==> config.mk <==
export PLATFORM = sky130hd
export DESIGN_NAME = codec_access_ctrl
export DESIGN_NICKNAME = d
export VERILOG_FILES = /design/src/rtl/cac_pkg.sv /design/src/rtl/cac_gpio_shadow.sv /design/src/rtl/cac_frame_timer.sv /design/src/rtl/cac_status.sv /design/src/rtl/cac_sequencer.sv /design/src/rtl/codec_access_ctrl.sv
export SDC_FILE = /design/constraint.sdc
export NUM_CORES = 1
export LEC_CHECK = 0
export BUFFER_PORTS_ARGS = -buffer_cell sky130_fd_sc_hd__buf_2
export CAP_MARGIN = 5
export CELL_PAD_IN_SITES_DETAIL_PLACEMENT = 1
export CELL_PAD_IN_SITES_GLOBAL_PLACEMENT = 1
export CORE_ASPECT_RATIO = 0.9
export CORE_MARGIN = 2
export CORE_UTILIZATION = 37
export CTS_BUF_LIST = sky130_fd_sc_hd__clkbuf_4
export DETAILED_ROUTE_END_ITERATION = 6
export HOLD_SLACK_MARGIN = 0.1
export PLACE_DENSITY_LB_ADDON = 0.1
export SLEW_MARGIN = 20
export SYNTH_ARGS = -nofsm -noshare
export SYNTH_HDL_FRONTEND = slang
export SYNTH_SLANG_ARGS = --single-unit
==> constraint.sdc <==
create_clock -name clk -period 2.35 [get_ports clk]
set_clock_uncertainty 0.2 [all_clocks]
set_input_delay 0.235 -clock clk [delete_from_list [all_inputs] [get_ports clk]]
set_output_delay 0.235 -clock clk [all_outputs]
set_load 0.02 [all_outputs]
==> src/rtl/cac_pkg.sv <==
package cac_pkg;
  typedef enum logic [1:0] {
    ST_IDLE  = 2'd0,
    ST_ISSUE = 2'd1,
    ST_WAIT  = 2'd2,
    ST_RESP  = 2'd3
  } cac_state_e;

  localparam int unsigned SEMA_BIT = 0;
  localparam int unsigned RERR_BIT = 1;
endpackage

==> src/rtl/cac_gpio_shadow.sv <==
module cac_gpio_shadow #(
  parameter int DW = 16
) (
  input  logic          clk,
  input  logic          rst_n,
  input  logic          load,
  input  logic [DW-1:0] din,
  output logic [DW-1:0] q
);
  always_ff @(posedge clk) begin
    if (!rst_n)    q <= '0;
    else if (load) q <= din;
  end
endmodule

==> src/rtl/cac_frame_timer.sv <==
module cac_frame_timer #(
  parameter int WAIT_FRAMES = 1
) (
  input  logic clk,
  input  logic rst_n,
  input  logic clr,
  input  logic run,
  input  logic frame_sync,
  output logic expired
);
  localparam int CW = $clog2(WAIT_FRAMES + 2);
  localparam logic [CW-1:0] LIMIT = CW'(WAIT_FRAMES);

  logic [CW-1:0] cnt;

  always_ff @(posedge clk) begin
    if (!rst_n || clr)                          cnt <= '0;
    else if (run && frame_sync && cnt != LIMIT) cnt <= cnt + 1'b1;
  end

  assign expired = run && frame_sync && (cnt == LIMIT);
endmodule

==> src/rtl/cac_status.sv <==
module cac_status (
  input  logic clk,
  input  logic rst_n,
  input  logic sema_set,
  input  logic sema_clr,
  input  logic rerr_set,
  input  logic rerr_clr,
  output logic sema,
  output logic rerr
);
  always_ff @(posedge clk) begin
    if (!rst_n) begin
      sema <= 1'b0;
      rerr <= 1'b0;
    end else begin
      if (sema_clr)      sema <= 1'b0;
      else if (sema_set) sema <= 1'b1;
      if (rerr_set)      rerr <= 1'b1;
      else if (rerr_clr) rerr <= 1'b0;
    end
  end
endmodule

==> src/rtl/cac_sequencer.sv <==
module cac_sequencer
  import cac_pkg::*;
#(
  parameter int             AW        = 7,
  parameter int             DW        = 16,
  parameter logic [AW-1:0]  GPIO_ADDR = 7'h54
) (
  input  logic          clk,
  input  logic          rst_n,
  input  logic          link_clk_ok,
  input  logic          hreq_valid,
  output logic          hreq_ready,
  input  logic          hreq_local,
  input  logic          hreq_write,
  input  logic [AW-1:0] hreq_addr,
  input  logic [DW-1:0] hreq_wdata,
  output logic          hrsp_valid,
  input  logic          hrsp_ready,
  output logic [DW-1:0] hrsp_rdata,
  output logic          cmd_valid,
  input  logic          cmd_ready,
  output logic          cmd_write,
  output logic [AW-1:0] cmd_addr,
  output logic [DW-1:0] cmd_wdata,
  input  logic          sts_valid,
  input  logic [AW-1:0] sts_addr,
  input  logic [DW-1:0] sts_data,
  input  logic [DW-1:0] shadow,
  input  logic          sema,
  input  logic          rerr,
  input  logic          expired,
  output logic          tmr_clr,
  output logic          tmr_run,
  output logic          sema_set,
  output logic          sema_clr,
  output logic          rerr_set,
  output logic          rerr_clr
);
  localparam logic [DW-1:0] ONES = '1;

  cac_state_e    st_q, st_d;
  logic          wr_q, wr_d;
  logic [AW-1:0] addr_q, addr_d;
  logic [DW-1:0] wdata_q, wdata_d;
  logic [DW-1:0] rsp_q, rsp_d;
  logic          accept;

  assign accept     = hreq_valid && (st_q == ST_IDLE);
  assign hreq_ready = (st_q == ST_IDLE);
  assign hrsp_valid = (st_q == ST_RESP);
  assign hrsp_rdata = rsp_q;
  assign cmd_valid  = (st_q == ST_ISSUE) && link_clk_ok;
  assign cmd_write  = wr_q;
  assign cmd_addr   = addr_q;
  assign cmd_wdata  = wdata_q;
  assign tmr_run    = (st_q == ST_WAIT);

  always_comb begin
    st_d     = st_q;
    wr_d     = wr_q;
    addr_d   = addr_q;
    wdata_d  = wdata_q;
    rsp_d    = rsp_q;
    tmr_clr  = 1'b0;
    sema_set = 1'b0;
    sema_clr = 1'b0;
    rerr_set = 1'b0;
    rerr_clr = 1'b0;
    unique case (st_q)
      ST_IDLE: if (accept) begin
        st_d = ST_RESP;
        if (hreq_local) begin
          if (hreq_write) begin
            rerr_clr = hreq_wdata[RERR_BIT];
            rsp_d    = '0;
          end else begin
            rsp_d           = '0;
            rsp_d[SEMA_BIT] = sema;
            rsp_d[RERR_BIT] = rerr;
            sema_set        = 1'b1;
          end
        end else if (!hreq_write && hreq_addr == GPIO_ADDR) begin
          rsp_d = shadow;
        end else if (!link_clk_ok) begin
          rsp_d    = hreq_write ? '0 : ONES;
          rerr_set = !hreq_write;
          sema_clr = 1'b1;
        end else begin
          st_d    = ST_ISSUE;
          wr_d    = hreq_write;
          addr_d  = hreq_addr;
          wdata_d = hreq_wdata;
        end
      end
      ST_ISSUE: begin
        if (!link_clk_ok) begin
          st_d     = ST_RESP;
          rsp_d    = wr_q ? '0 : ONES;
          rerr_set = !wr_q;
          sema_clr = 1'b1;
        end else if (cmd_ready) begin
          if (wr_q) begin
            st_d     = ST_RESP;
            rsp_d    = '0;
            sema_clr = 1'b1;
          end else begin
            st_d    = ST_WAIT;
            tmr_clr = 1'b1;
          end
        end
      end
      ST_WAIT: begin
        if (sts_valid && sts_addr == addr_q) begin
          st_d     = ST_RESP;
          rsp_d    = sts_data;
          sema_clr = 1'b1;
        end else if (expired || !link_clk_ok) begin
          st_d     = ST_RESP;
          rsp_d    = ONES;
          rerr_set = 1'b1;
          sema_clr = 1'b1;
        end
      end
      ST_RESP: if (hrsp_ready) st_d = ST_IDLE;
      default: st_d = ST_IDLE;
    endcase
  end

  always_ff @(posedge clk) begin
    if (!rst_n) begin
      st_q    <= ST_IDLE;
      wr_q    <= 1'b0;
      addr_q  <= '0;
      wdata_q <= '0;
      rsp_q   <= '0;
    end else begin
      st_q    <= st_d;
      wr_q    <= wr_d;
      addr_q  <= addr_d;
      wdata_q <= wdata_d;
      rsp_q   <= rsp_d;
    end
  end
endmodule

==> src/rtl/codec_access_ctrl.sv <==
module codec_access_ctrl #(
  parameter int            AW          = 7,
  parameter int            DW          = 16,
  parameter int            WAIT_FRAMES = 1,
  parameter logic [AW-1:0] GPIO_ADDR   = 7'h54
) (
  input  logic          clk,
  input  logic          rst_n,
  input  logic          link_clk_ok,
  input  logic          frame_sync,
  input  logic          hreq_valid,
  output logic          hreq_ready,
  input  logic          hreq_local,
  input  logic          hreq_write,
  input  logic [AW-1:0] hreq_addr,
  input  logic [DW-1:0] hreq_wdata,
  output logic          hrsp_valid,
  input  logic          hrsp_ready,
  output logic [DW-1:0] hrsp_rdata,
  output logic          cmd_valid,
  input  logic          cmd_ready,
  output logic          cmd_write,
  output logic [AW-1:0] cmd_addr,
  output logic [DW-1:0] cmd_wdata,
  input  logic          sts_valid,
  input  logic [AW-1:0] sts_addr,
  input  logic [DW-1:0] sts_data,
  input  logic          gpio_valid,
  input  logic [DW-1:0] gpio_data
);
  logic [DW-1:0] shadow_w;
  logic          sema_w, rerr_w, expired_w, tmr_clr_w, tmr_run_w;
  logic          sema_set_w, sema_clr_w, rerr_set_w, rerr_clr_w;

  cac_gpio_shadow #(.DW(DW)) u_shadow (
    .clk(clk), .rst_n(rst_n), .load(gpio_valid), .din(gpio_data), .q(shadow_w)
  );

  cac_frame_timer #(.WAIT_FRAMES(WAIT_FRAMES)) u_timer (
    .clk(clk), .rst_n(rst_n), .clr(tmr_clr_w), .run(tmr_run_w),
    .frame_sync(frame_sync), .expired(expired_w)
  );

  cac_status u_status (
    .clk(clk), .rst_n(rst_n),
    .sema_set(sema_set_w), .sema_clr(sema_clr_w),
    .rerr_set(rerr_set_w), .rerr_clr(rerr_clr_w),
    .sema(sema_w), .rerr(rerr_w)
  );

  cac_sequencer #(.AW(AW), .DW(DW), .GPIO_ADDR(GPIO_ADDR)) u_seq (
    .clk(clk), .rst_n(rst_n), .link_clk_ok(link_clk_ok),
    .hreq_valid(hreq_valid), .hreq_ready(hreq_ready), .hreq_local(hreq_local),
    .hreq_write(hreq_write), .hreq_addr(hreq_addr), .hreq_wdata(hreq_wdata),
    .hrsp_valid(hrsp_valid), .hrsp_ready(hrsp_ready), .hrsp_rdata(hrsp_rdata),
    .cmd_valid(cmd_valid), .cmd_ready(cmd_ready), .cmd_write(cmd_write),
    .cmd_addr(cmd_addr), .cmd_wdata(cmd_wdata),
    .sts_valid(sts_valid), .sts_addr(sts_addr), .sts_data(sts_data),
    .shadow(shadow_w), .sema(sema_w), .rerr(rerr_w), .expired(expired_w),
    .tmr_clr(tmr_clr_w), .tmr_run(tmr_run_w),
    .sema_set(sema_set_w), .sema_clr(sema_clr_w),
    .rerr_set(rerr_set_w), .rerr_clr(rerr_clr_w)
  );
endmodule

Word level (Yosys, flattened, before mapping):

Cells that the tools add are included.

* $add $sub $neg: 1
* eq/ne operators: 13
* multiplexer cells: 55
* bitwise gates (word level): 3
* reductions and logical operators: 20

Operators with widths (number)
* 16-bit two-way mux: 11
* 16-bit case mux with 3 select lines: 1
* 1-bit two-way mux: 30
* 2-bit two-way mux: 10
* 2-bit case mux with 4 select lines: 1
* 7-bit == test: 1
* 7-bit == test (second input constant): 1
* 1-bit logical AND: 7
* 2-bit by 1-bit inequality test with 1-bit output (second input constant): 3
* 1-bit case mux with 3 select lines: 2
* 6-bit AND reduction: 1
* 5-bit AND reduction: 1
* 2-bit by 1-bit == test with 1-bit output (second input constant): 2
* 2-bit == test (second input constant): 2
* 1-bit zero test: 4
* 4-bit by 2-bit inequality test with 1-bit output (second input constant): 1
* 4-bit AND reduction: 1
* 3-bit by 1-bit inequality test with 1-bit output (second input constant): 1
* 3-bit by 2-bit inequality test with 1-bit output (second input constant): 1
* 3-bit inequality test (second input constant): 1
* 1-bit inverter: 3
* 3-bit nonzero test: 1
* 2-bit by 1-bit adder with 2-bit output (second input constant): 1
* 2-bit zero test: 1
* other kinds (3): 4

* register bits after elaboration: 62
* input bits: 73
* output and inout bits: 43
* word-level logic and storage cells: 101

Longest topological paths before layout:

Gate-level depths: netlist of run 1.

* depth after elaboration: 8
* depth in mapped cells: 8
* gate-level depth less buffers: 7

Modules after synthesis:

A second synthesis of run 1 with hierarchy kept.

* cell total of the unflattened synthesis: 354
* area, all modules: 3084.2 um2

Modules (own cells, without submodules)
* cac_sequencer: instances 1, cells each 285, area each 2274.7 um2, seq. area each 840.8 um2
* cac_gpio_shadow: instances 1, cells each 51, area each 615.6 um2, seq. area each 320.3 um2
* cac_frame_timer: instances 1, cells each 12, area each 121.4 um2, seq. area each 40.0 um2
* cac_status: instances 1, cells each 6, area each 72.6 um2, seq. area each 40.0 um2

Least setup slack after synthesis of run 1:

No wires, ideal clock.

* path kind: flip-flop to flip-flop
* start: register u_seq.st_q[0]
* end: register u_seq.addr_q[0] (netlist: u_seq.cmd_addr[0])
* setup time: 0.128 ns
* data arrival time: 1.794 ns
* data required time: 2.022 ns
* slack: 0.228 ns
* stages on the path, launching flop included: 8
* path buffers: 1
* clock period less this slack: 2.122 ns
* path through: dfxtp_1 inv_1 ha_1 nand2_1 nor4_4 buf_6 mux2i_1 nor2_1

* longest elaborated chain between the ends: 3

Ends and longest elaborated chain
* from (decl): line cac_sequencer.sv:41 `cac_state_e st_q, st_d;`
* from (signal assigned): line cac_sequencer.sv:137 `st_q <= st_d;`
* 2-bit zero test (*)
* named net hreq_ready: line codec_access_ctrl.sv:12 `output logic hreq_ready,`
* 1-bit logical AND: line cac_sequencer.sv:48 `assign accept = hreq_valid && (st_q == ST_IDLE);`
* 5-bit AND reduction (no line) (*)
* to (signal assigned): line cac_sequencer.sv:139 `addr_q <= addr_d;`
* to (decl): line cac_sequencer.sv:43 `logic [AW-1:0] addr_q, addr_d;`

Mark *: on every way through the listed nets, which the timed path passes. The rest lies on a longest branch.
A chain may end at the register's enable or synchronous reset.

Worst setup path after layout of run 1:

* start: register u_seq.addr_q[3] (netlist: u_seq.cmd_addr[3])
* end: register u_seq.rsp_q[4] (netlist: u_seq.hrsp_rdata[4])

* longest elaborated chain between the ends: 4
* elaborated cells on any way between the ends: 6
* those cells by class: eq/ne (2); mux (2); reduce/logical (2)

Ends and longest elaborated chain
* 7-bit == test (*): line cac_sequencer.sv:113 `if (sts_valid && sts_addr == addr_q) begin`
* 1-bit logical AND (*): line cac_sequencer.sv:113
* 3-bit by 1-bit inequality test with 1-bit output (no line) or 16-bit two-way mux (tied branches)
* 6-bit AND reduction (no line) or 16-bit case mux with 3 select lines (tied branches)
* to (signal assigned): line cac_sequencer.sv:141 `rsp_q <= rsp_d;`
* to (decl): line cac_sequencer.sv:45 `logic [DW-1:0] rsp_q, rsp_d;`

Mark *: on every way between the ends. The rest lies on a longest branch, timed or not.

==> results_dict.tcl, run 1 <==
set metrics [dict create \
    wl_per_cell_um 16.3 \
    cts_root_buf "clkbuf_4" \
    synth_cell_types 49 \
    vdd_ir_drop_max_mv 0.452 \
    worstPathCellList "xnor2_1, nand4_1, o211ai_1, nand4_2, buf_4, o32ai_1" \
    crit_fanout 14 \
    port_buffers 115 \
    p_total_uw 3800 \
    powerDensity_mw_per_mm2 856 \
    min_period_ns 2.21 \
    rsz0062_at_grt "false" \
    crit_family "compound AO/OA/AOI/OAI gates" \
    ys_seq_elements 62 \
    cp.arrival_ns 2.33 \
    clk_latency_ns 0.42 \
    antennaDiodeCount 0 \
    grt_overflow 0 \
    grt_max_degree 34 \
    first_global_vias 3294 \
    fillers 952 \
    r2r_slack_ns 0.14 \
    core.rowCount 31 \
    antenna_found_initial 0 \
    ys_seq_area_frac 0.412 \
    outcome "complete, no violations" \
    cpPeakStageDelay_ns 0.47 \
    start_util 0.377 \
    hold_path_class "input port to flop" \
    ys.warnings.count 0 \
    cts_tree "built" \
    maxCapViolCount 0 \
    core_area_mm2 0.00799 \
    postSynth.asyncResetShare 0 \
    vias 3091 \
    hold_viol 0 \
    syn_area_mm2 0.00301 \
    ios 116 \
    min_period_over_period 0.939 \
    path_clk_slew_ns 0.13 \
    numCtsBuffers 9 \
    tightest_slew_ns 0.696 \
    synthToLayoutAreaGrowth_pct 47.4 \
    end_kind "flop" \
    slew_viol_final 0 \
    regArea_mm2 0.00124 \
    cts.sinks 62 \
    ys.flop_type "dfxtp_1" \
    ant_nets 0 \
    grtUsageMet1 0.269 \
    gr-max-usage-layer "met2" \
    tns_ns 0 \
    power_leakage_uw 0.00192 \
    die_w_um 99.1 \
    crit_required_ns 2.47 \
    synth_edf_count 0 \
    drive_above_1_share 0.303 \
    drtIter0Drc 76 \
    via_per_inst 5.09 \
    max-clock-path-buffers 2 \
    grt_util_met3 0.0418 \
    avgSynthCellArea_um2 9.24 \
    grt_usage 0.234 \
    gp_congestion 0.848 \
    dp_hpwl_um 6710 \
    dieArea_mm2 0.00888 \
    max_freq_mhz 453 \
    startpoint_type "flop" \
    drc_errors 0 \
    drt_wl_total_um 9900 \
    cts_max_level 3 \
    first_pass_iters 4 \
    nets 582 \
    cpMaxStageDelayCell "o211ai_1" \
    grt_pass1_wl_um 16300 \
    multiInputGateArea_mm2 0.00161 \
    grt.met2_usage 0.441 \
    path_class "flop to flop" \
    die_y_um 89.6 \
    slew_headroom 0.536 \
    synthCells 326 \
    hold_ws_ns 0.142 \
    setup-violations-final 0 \
    crit_buf_inv 1 \
    synth_nets 405 \
]
## cells in the final DEF, fill, tap and decap left out, types with 2 or more instances in the layout
cell type / count
buf_2: 115
nor2_1: 62
dfxtp_1: 62
dlygate4sd3_1: 61
mux2i_1: 43
nand2_1: 23
o21a_1: 14
nor4_1: 14
o32ai_1: 14
buf_4: 10
clkbuf_4: 9
xnor2_1: 8
inv_1: 7
ha_1: 5
a211oi_1: 4
o21ai_0: 4
nand2b_1: 3
nor3_1: 3
inv_6: 3
nand4_1: 2
a31oi_1: 2
o211ai_1: 2
o22ai_1: 2
a21oi_1: 2
nor3b_1: 2
o41ai_1: 2
## power by group
| part | internal [uW] | switching [uW] |
|---|---|---|
| logic | 699 | 971 |
| clock network | 340 | 462 |
| registers | 1220 | 106 |
| total | 2260 | 1540 |
## per-stage QoR
| step | utilization | setup slack, ns | instance area (um^2) | std cells |
|---|---|---|---|---|
| 4_1_cts | 0.555 | 0.102 | 4440 | 607 |
| 6_report | 0.556 | 0.143 | 4440 | 607 |
| 5_1_grt | 0.556 | 0.000964 | 4440 | 607 |
| 2_1_floorplan | - | 0.228 | 3010 | 326 |
| 3_5_place_dp | 0.461 | 0.132 | 3680 | 530 |
| 3_3_place_gp | 0.461 | 0.170 | 3680 | 530 |
## sequential cells by signal, summed over array words and instances (netlist names)
| name | count |
|---|---|
| u_timer.cnt | 2 |
| u_shadow.q | 16 |
| u_seq.cmd_addr | 7 |
| u_seq.cmd_wdata | 16 |
| u_seq.cmd_write | 1 |
| u_status.rerr | 1 |
| u_seq.st_q | 2 |
| u_status.sema | 1 |
| u_seq.hrsp_rdata | 16 |
## cells by family (layout without fill, tap and decap cells)
group                    Yosys count  after routing  share of synthesized area
AO/OA/AOI/OAI                     52             52                      0.133
XOR/XNOR                           8              8                     0.0233
adder cells (fa/ha/maj)            6              6                     0.0249
buffers and inverters             30            212                     0.0532
flip-flops                        62             62                      0.412
multiplexers                      43             43                      0.143
AND/OR/NAND/NOR                  125            125                      0.210
## final cells by class
type	count	share of cell area
Multi-Input combinational cell	234	0.363
Timing Repair Buffer	187	0.289
Sequential cell	62	0.280
Tap cell	99	0.0279
Clock inverter	7	0.0180
Clock buffer	9	0.0152
Inverter	9	0.00761
## repair_timing
| action | 4_1_cts | 5_1_grt |
|---|---|---|
| endpoints found under the hold margin | 60 | 0 |
| hold buffers | 61 | 0 |
| endpoints found under the setup margin | 0 | 16 |
| gates resized for setup | 0 | 1 |
| buffers inserted | 0 | 0 |
## synthesized netlist by cell type, types with 2 or more instances
| library cell | count | area share |
|---|---|---|
| a211oi_1 | 4 | 0.010 |
| a21oi_1 | 2 | 0.0033 |
| a31oi_1 | 2 | 0.0042 |
| buf_2 | 5 | 0.0083 |
| buf_6 | 4 | 0.015 |
| clkbuf_1 | 11 | 0.014 |
| dfxtp_1 | 62 | 0.41 |
| ha_1 | 6 | 0.025 |
| inv_1 | 7 | 0.0087 |
| mux2i_1 | 43 | 0.14 |
| nand2_1 | 23 | 0.029 |
| nand2b_1 | 3 | 0.0062 |
| nand4_1 | 2 | 0.0042 |
| nor2_1 | 62 | 0.077 |
| nor3_1 | 3 | 0.0050 |
| nor3b_1 | 2 | 0.0050 |
| nor4_1 | 14 | 0.029 |
| o211ai_1 | 2 | 0.0050 |
| o21a_1 | 14 | 0.035 |
| o21ai_0 | 4 | 0.0066 |
| o22ai_1 | 2 | 0.0042 |
| o32ai_1 | 14 | 0.041 |
| o41ai_1 | 2 | 0.0058 |
| xnor2_1 | 8 | 0.023 |
## per-layer routing
metal | part of all wire | wire [um] | up-vias
met5 | 0 | 0 | -
met4 | 0.012 | 123 | 0
met3 | 0.042 | 420 | 15
met2 | 0.52 | 5140 | 83
met1 | 0.43 | 4210 | 1472
li1 | - | - | 1521
## path summary, 6_finish.rpt
| kind | start | end | depth (start not counted) |
|---|---|---|---|
| worst max-delay path | u_seq.cmd_addr[3]$_SDFFE_PN0P_ | u_seq.hrsp_rdata[4]$_SDFFE_PN0P_ | 6 |
| worst min-delay path | hrsp_ready | u_seq.st_q[1]$_SDFFE_PN0P_ | 4 |
| worst max register to register | u_seq.cmd_addr[3]$_SDFFE_PN0P_ | u_seq.hrsp_rdata[4]$_SDFFE_PN0P_ | 6 |
| worst min register to register | u_seq.hrsp_rdata[1]$_SDFFE_PN0P_ | u_seq.hrsp_rdata[1]$_SDFFE_PN0P_ | 2 |
## tightest hold or removal path, delay by kind of cell
family | cells | cell delay [ns]
AND/OR/NAND/NOR | 1 | 0.26
buffers and inverters | 1 | 0.08
multiplexers | 1 | 0.08
AO/OA/AOI/OAI | 1 | 0.07
No activity file was read; power rests on OpenSTA's default activity.
==> inputs of run 2 (changes only) <==
- CORE_ASPECT_RATIO: 0.9 -> 0.75
- CORE_MARGIN: 2 -> default
- PLACE_DENSITY: default -> 0.85
- PLACE_DENSITY_LB_ADDON: 0.1 -> default
==> results_dict.tcl, run 2 (same netlist as run 1, synthesis figures left out) <==
set metrics [dict create \
    outcome "complete, no violations" \
    drive_above_1_share 0.293 \
    port_buffers 115 \
    core.rowCount 28 \
    path_clk_slew_ns 0.11 \
    nets 579 \
    via_per_inst 5.14 \
    reg2reg_to "u_timer.cnt[1]$_SDFFE_PP0P_" \
    reg2regPathDepth 8 \
    end_kind "flop" \
    slew_headroom 0.575 \
    crit_fanout 14 \
    first_global_vias 3463 \
    numCtsBuffers 9 \
    synthToLayoutAreaGrowth_pct 45.3 \
    startpoint_type "input port" \
    antennaDiodeCount 0 \
    grt_max_degree 25 \
    clk_latency_ns 0.40 \
    layout_commonest_cell "buf_2" \
    drtIter0Drc 152 \
    core_area_mm2 0.00788 \
    wl_per_cell_um 17.7 \
    min_period_ns 2.20 \
    min_period_over_period 0.935 \
    maxCapViolCount 0 \
    setup-violations-final 0 \
    worstHoldPathCells 3 \
    cpPeakStageDelay_ns 0.55 \
    cts_max_level 3 \
    holdPathEnd "u_seq.cmd_write$_SDFFE_PN0P_" \
    antenna_found_initial 0 \
    cts_root_buf "clkbuf_4" \
    cp.arrival_ns 2.30 \
    grt_pass1_wl_um 17400 \
    cts_tree "built" \
    power_leakage_uw 0.00190 \
    r2r-start "u_seq.st_q[0]$_SDFFE_PN0P_" \
    crit_required_ns 2.45 \
    hold_path_class "input port to flop" \
    start_util 0.382 \
    tns_ns 0 \
    drt_wl_total_um 10800 \
    dp_cells 534 \
    hold_viol 0 \
    ant_nets 0 \
    mostFrequentLayoutCells "115 x buf_2, 62 x nor2_1, 62 x dfxtp_1" \
    max_freq_mhz 455 \
    gp_congestion 0.893 \
    rsz0062_at_grt "false" \
    max-clock-path-buffers 2 \
    die_w_um 106 \
    p_total_uw 3640 \
    worstPathCellList "dlygate4sd3_1, buf_2, and4bb_1, and3b_4, o41a_1, nand4_2, buf_4, o32ai_1" \
    cts_resized 0 \
    cpMaxStageDelayCell "dlygate4sd3_1" \
    vdd_ir_drop_max_mv 0.481 \
    cts.sinks 62 \
    r2r_slack_ns 0.16 \
    vias 3137 \
    dieArea_mm2 0.00851 \
    grt_usage 0.269 \
    crit_family "buffers and inverters" \
    dp_hpwl_um 6830 \
    tightest_slew_ns 0.638 \
    crit_buf_inv 3 \
    first_pass_iters 4 \
    die_y_um 80.1 \
    ios 116 \
    path_class "input port to flop" \
    powerDensity_mw_per_mm2 832 \
    slew_viol_final 0 \
    grt_overflow 0 \
    drc_errors 0 \
    hp-start "rst_n" \
    layout.cells.non_filler 610 \
    postCtsSetupBuffers 0 \
]
-- run 2: what timing repair did --
item	in CTS	in global routing
hold buffers	60	0
setup endpoints to repair	0	0
endpoints found under the hold margin	60	0
-- run 2: stage by stage --
step	hold slack (ns)	setup slack [ns]	utilization	cell area [um^2]
final	0.132	0.154	0.555	4380
after global routing	0.113	0.00456	0.555	4380
after CTS	0.106	0.170	0.555	4380
after detailed placement	0.271	0.213	0.466	3670
after global placement	0.262	0.303	0.466	3670
after floorplan	0.182	0.228	-	3010
-- run 2: area by class of cell --
class                   count  area [um^2]
clock inverters             6         28.8
fillers                   934         3510
clock buffers              10         75.1
multi-input cells         234         1610
repair buffers            184         1260
flip-flops and latches     62         1240
inverters                   9         33.8
well taps                 105          131
-- run 2: how the worst max path moves through the flow --
stage / start / to / slack, ns / cells after the start
after floorplan: u_seq.st_q[0]$_SDFFE_PN0P_ / u_seq.cmd_addr[0]$_SDFFE_PN0P_ / 0.23 / 7
after global placement: u_seq.cmd_addr[0]$_SDFFE_PN0P_ / u_seq.hrsp_rdata[0]$_SDFFE_PN0P_ / 0.30 / 5
after detailed placement: u_seq.st_q[0]$_SDFFE_PN0P_ / u_seq.hrsp_rdata[5]$_SDFFE_PN0P_ / 0.21 / 7
after CTS: u_seq.st_q[0]$_SDFFE_PN0P_ / u_seq.hrsp_rdata[2]$_SDFFE_PN0P_ / 0.17 / 7
after global routing: u_seq.st_q[0]$_SDFFE_PN0P_ / u_seq.hrsp_rdata[12]$_SDFFE_PN0P_ / 0.005 / 7
final: hreq_addr[1] / u_seq.hrsp_rdata[2]$_SDFFE_PN0P_ / 0.15 / 8
-- run 2: per-layer routing --
metal | track usage | part of all wire | vias to the layer above
met4 | 0.0889 | 0.012 | 0
met1 | 0.317 | 0.44 | 1503
met2 | 0.484 | 0.50 | 108
met3 | 0.0584 | 0.050 | 15
li1 | - | - | 1511
met5 | 0 | 0 | -
-- run 2: report_power, final --
part / total (uW) / leakage, uW / switching, uW / internal, uW
registers: 1340 / 0.000506 / 117 / 1220
logic: 1690 / 0.00133 / 999 / 692
clock network: 610 / 0.0000587 / 394 / 215
total: 3640 / 0.00190 / 1510 / 2130
-- run 2: worst min-delay path: cells and delay by family --
kind	cells	cell delay, ns
buffers and inverters	2	0.38
and+or+nand+nor	1	0.09
==> inputs of run 3 (changes only) <==
- CTS_BUF_LIST: sky130_fd_sc_hd__clkbuf_4 -> sky130_fd_sc_hd__clkbuf_2 sky130_fd_sc_hd__clkbuf_4 sky130_fd_sc_hd__clkbuf_8
==> results_dict.tcl, run 3 (same netlist as run 1, synthesis figures left out) <==
set metrics [dict create \
    cts_max_level 3 \
    postCtsSetupBuffers 0 \
    cts_tree "built" \
    drive_above_1_share 0.309 \
    tightest_slew_ns 0.534 \
    hold_path_class "input port to flop" \
    rsz0062_at_grt "false" \
    dp_hpwl_um 6830 \
    slew_headroom 0.644 \
    via_per_inst 5.08 \
    numCtsBuffers 9 \
    hold_viol 0 \
    antenna_found_initial 0 \
    die_y_um 80.1 \
    crit_fanout 14 \
    grt_overflow 0 \
    fillers 920 \
    min_period_over_period 0.969 \
    reg2regPathDepth 6 \
    worstHoldPathCells 4 \
    crit_required_ns 2.38 \
    cp.arrival_ns 2.30 \
    port_buffers 115 \
    r2r_slack_ns 0.18 \
    first_global_vias 3409 \
    cts_root_buf "clkbuf_8" \
    slew_viol_final 0 \
    fin_area_mm2 0.00441 \
    placed_area_mm2 0.00367 \
    grt_usage 0.265 \
    vdd_ir_drop_max_mv 0.562 \
    mostFrequentLayoutCells "115 x buf_2, 62 x nor2_1, 62 x dfxtp_1" \
    grt_max_degree 25 \
    drtIter0Drc 166 \
    tns_ns 0 \
    holdPathEnd "u_timer.cnt[0]$_SDFFE_PP0P_" \
    startpoint_type "input port" \
    drt_wl_total_um 10600 \
    grt_pass1_wl_um 17200 \
    end_kind "flop" \
    cts.sinks 62 \
    first_pass_iters 4 \
    dieArea_mm2 0.00851 \
    p_total_uw 3920 \
    core.rowCount 28 \
    layout.cells.non_filler 604 \
    min_period_ns 2.28 \
    path_class "input port to flop" \
    clk_latency_ns 0.34 \
    maxCapViolCount 0 \
    start_util 0.382 \
    ios 116 \
    wl_per_cell_um 17.6 \
    outcome "complete, no violations" \
    r2r-start "u_seq.cmd_addr[3]$_SDFFE_PN0P_" \
    power_leakage_uw 0.00191 \
    die_w_um 106 \
    nets 573 \
    setup-violations-final 0 \
    drc_errors 0 \
    gp_congestion 0.893 \
    powerDensity_mw_per_mm2 889 \
    dp_cells 534 \
    ant_nets 0 \
    max-clock-path-buffers 2 \
    path_clk_slew_ns 0.07 \
    vias 3070 \
    max_freq_mhz 439 \
    final_core_util 0.559 \
    synthToLayoutAreaGrowth_pct 46.4 \
    antennaDiodeCount 0 \
    layout_commonest_cell "buf_2" \
    hp-start "cmd_ready" \
    core_area_mm2 0.00788 \
    reg2reg_to "u_seq.hrsp_rdata[6]$_SDFFE_PN0P_" \
]
## run 3: cell types whose count changed in the layout (fill, tap and decap cells not counted)
cell / before / now
clkbuf_4: 10 / 1
clkbuf_8: 0 / 12
clkinv_1: 4 / 1
dlygate4sd3_1: 60 / 54
ha_1: 6 / 5
ha_2: 0 / 1
nand2_1: 23 / 22
nand2_2: 0 / 1
or2_1: 1 / 0
or2_2: 0 / 1
## run 3: through the flow
step | hold WS (ns) | worst slack [ns]
after global placement | 0.262 | 0.303
after detailed placement | 0.271 | 0.213
after CTS | 0.100 | 0.0966
after global routing | 0.129 | 0.0235
after floorplan | 0.182 | 0.228
final | 0.112 | 0.0723
## run 3: worst max path at each step
stage                                         startpoint                          endpoint  slack [ns]  cells past startpoint
after floorplan               u_seq.st_q[0]$_SDFFE_PN0P_    u_seq.cmd_addr[0]$_SDFFE_PN0P_        0.23                      7
after global placement    u_seq.cmd_addr[0]$_SDFFE_PN0P_  u_seq.hrsp_rdata[0]$_SDFFE_PN0P_        0.30                      5
after detailed placement      u_seq.st_q[0]$_SDFFE_PN0P_  u_seq.hrsp_rdata[5]$_SDFFE_PN0P_        0.21                      7
after CTS                                   hreq_addr[1]  u_seq.hrsp_rdata[6]$_SDFFE_PN0P_         0.1                      8
after global routing                        hreq_addr[1]  u_seq.hrsp_rdata[6]$_SDFFE_PN0P_        0.02                      8
final                                       hreq_addr[1]  u_seq.hrsp_rdata[6]$_SDFFE_PN0P_        0.07                      8
## run 3: timing repair
| action | CTS | global route |
|---|---|---|
| resized for setup | 0 | 3 |
| hold endpoints to repair | 55 | 0 |
| hold buffers | 54 | 0 |
| setup endpoints to repair | 0 | 2 |
## run 3: metal layers
| metal | wire (um) | track usage |
|---|---|---|
| met5 | 0 | 0 |
| met2 | 5350 | 0.477 |
| met1 | 4720 | 0.315 |
| met4 | 90 | 0.0806 |
| met3 | 494 | 0.0584 |
## run 3: final cells by class
class,instances,area [um^2],share of cell area
timing repair buffer,178,1200,0.271
clock buffer,13,173,0.0392
inverter,9,33.8,0.00766
sequential,62,1240,0.282
multi-input combinational,234,1620,0.366
clock inverter,3,17.5,0.00397
tap,105,131,0.0298
## run 3: report_power, final
group | internal (uW) | switching (uW)
clock network | 478 | 419
logic | 691 | 993
registers | 1220 | 116
## run 3: critical path, cell delays in order
cell	delay (ns)
dlygate4sd3_1	0.55
buf_2	0.13
and4bb_1	0.32
and3b_4	0.25
o41a_1	0.17
nand4_2	0.10
buf_4	0.21
o32ai_1	0.32
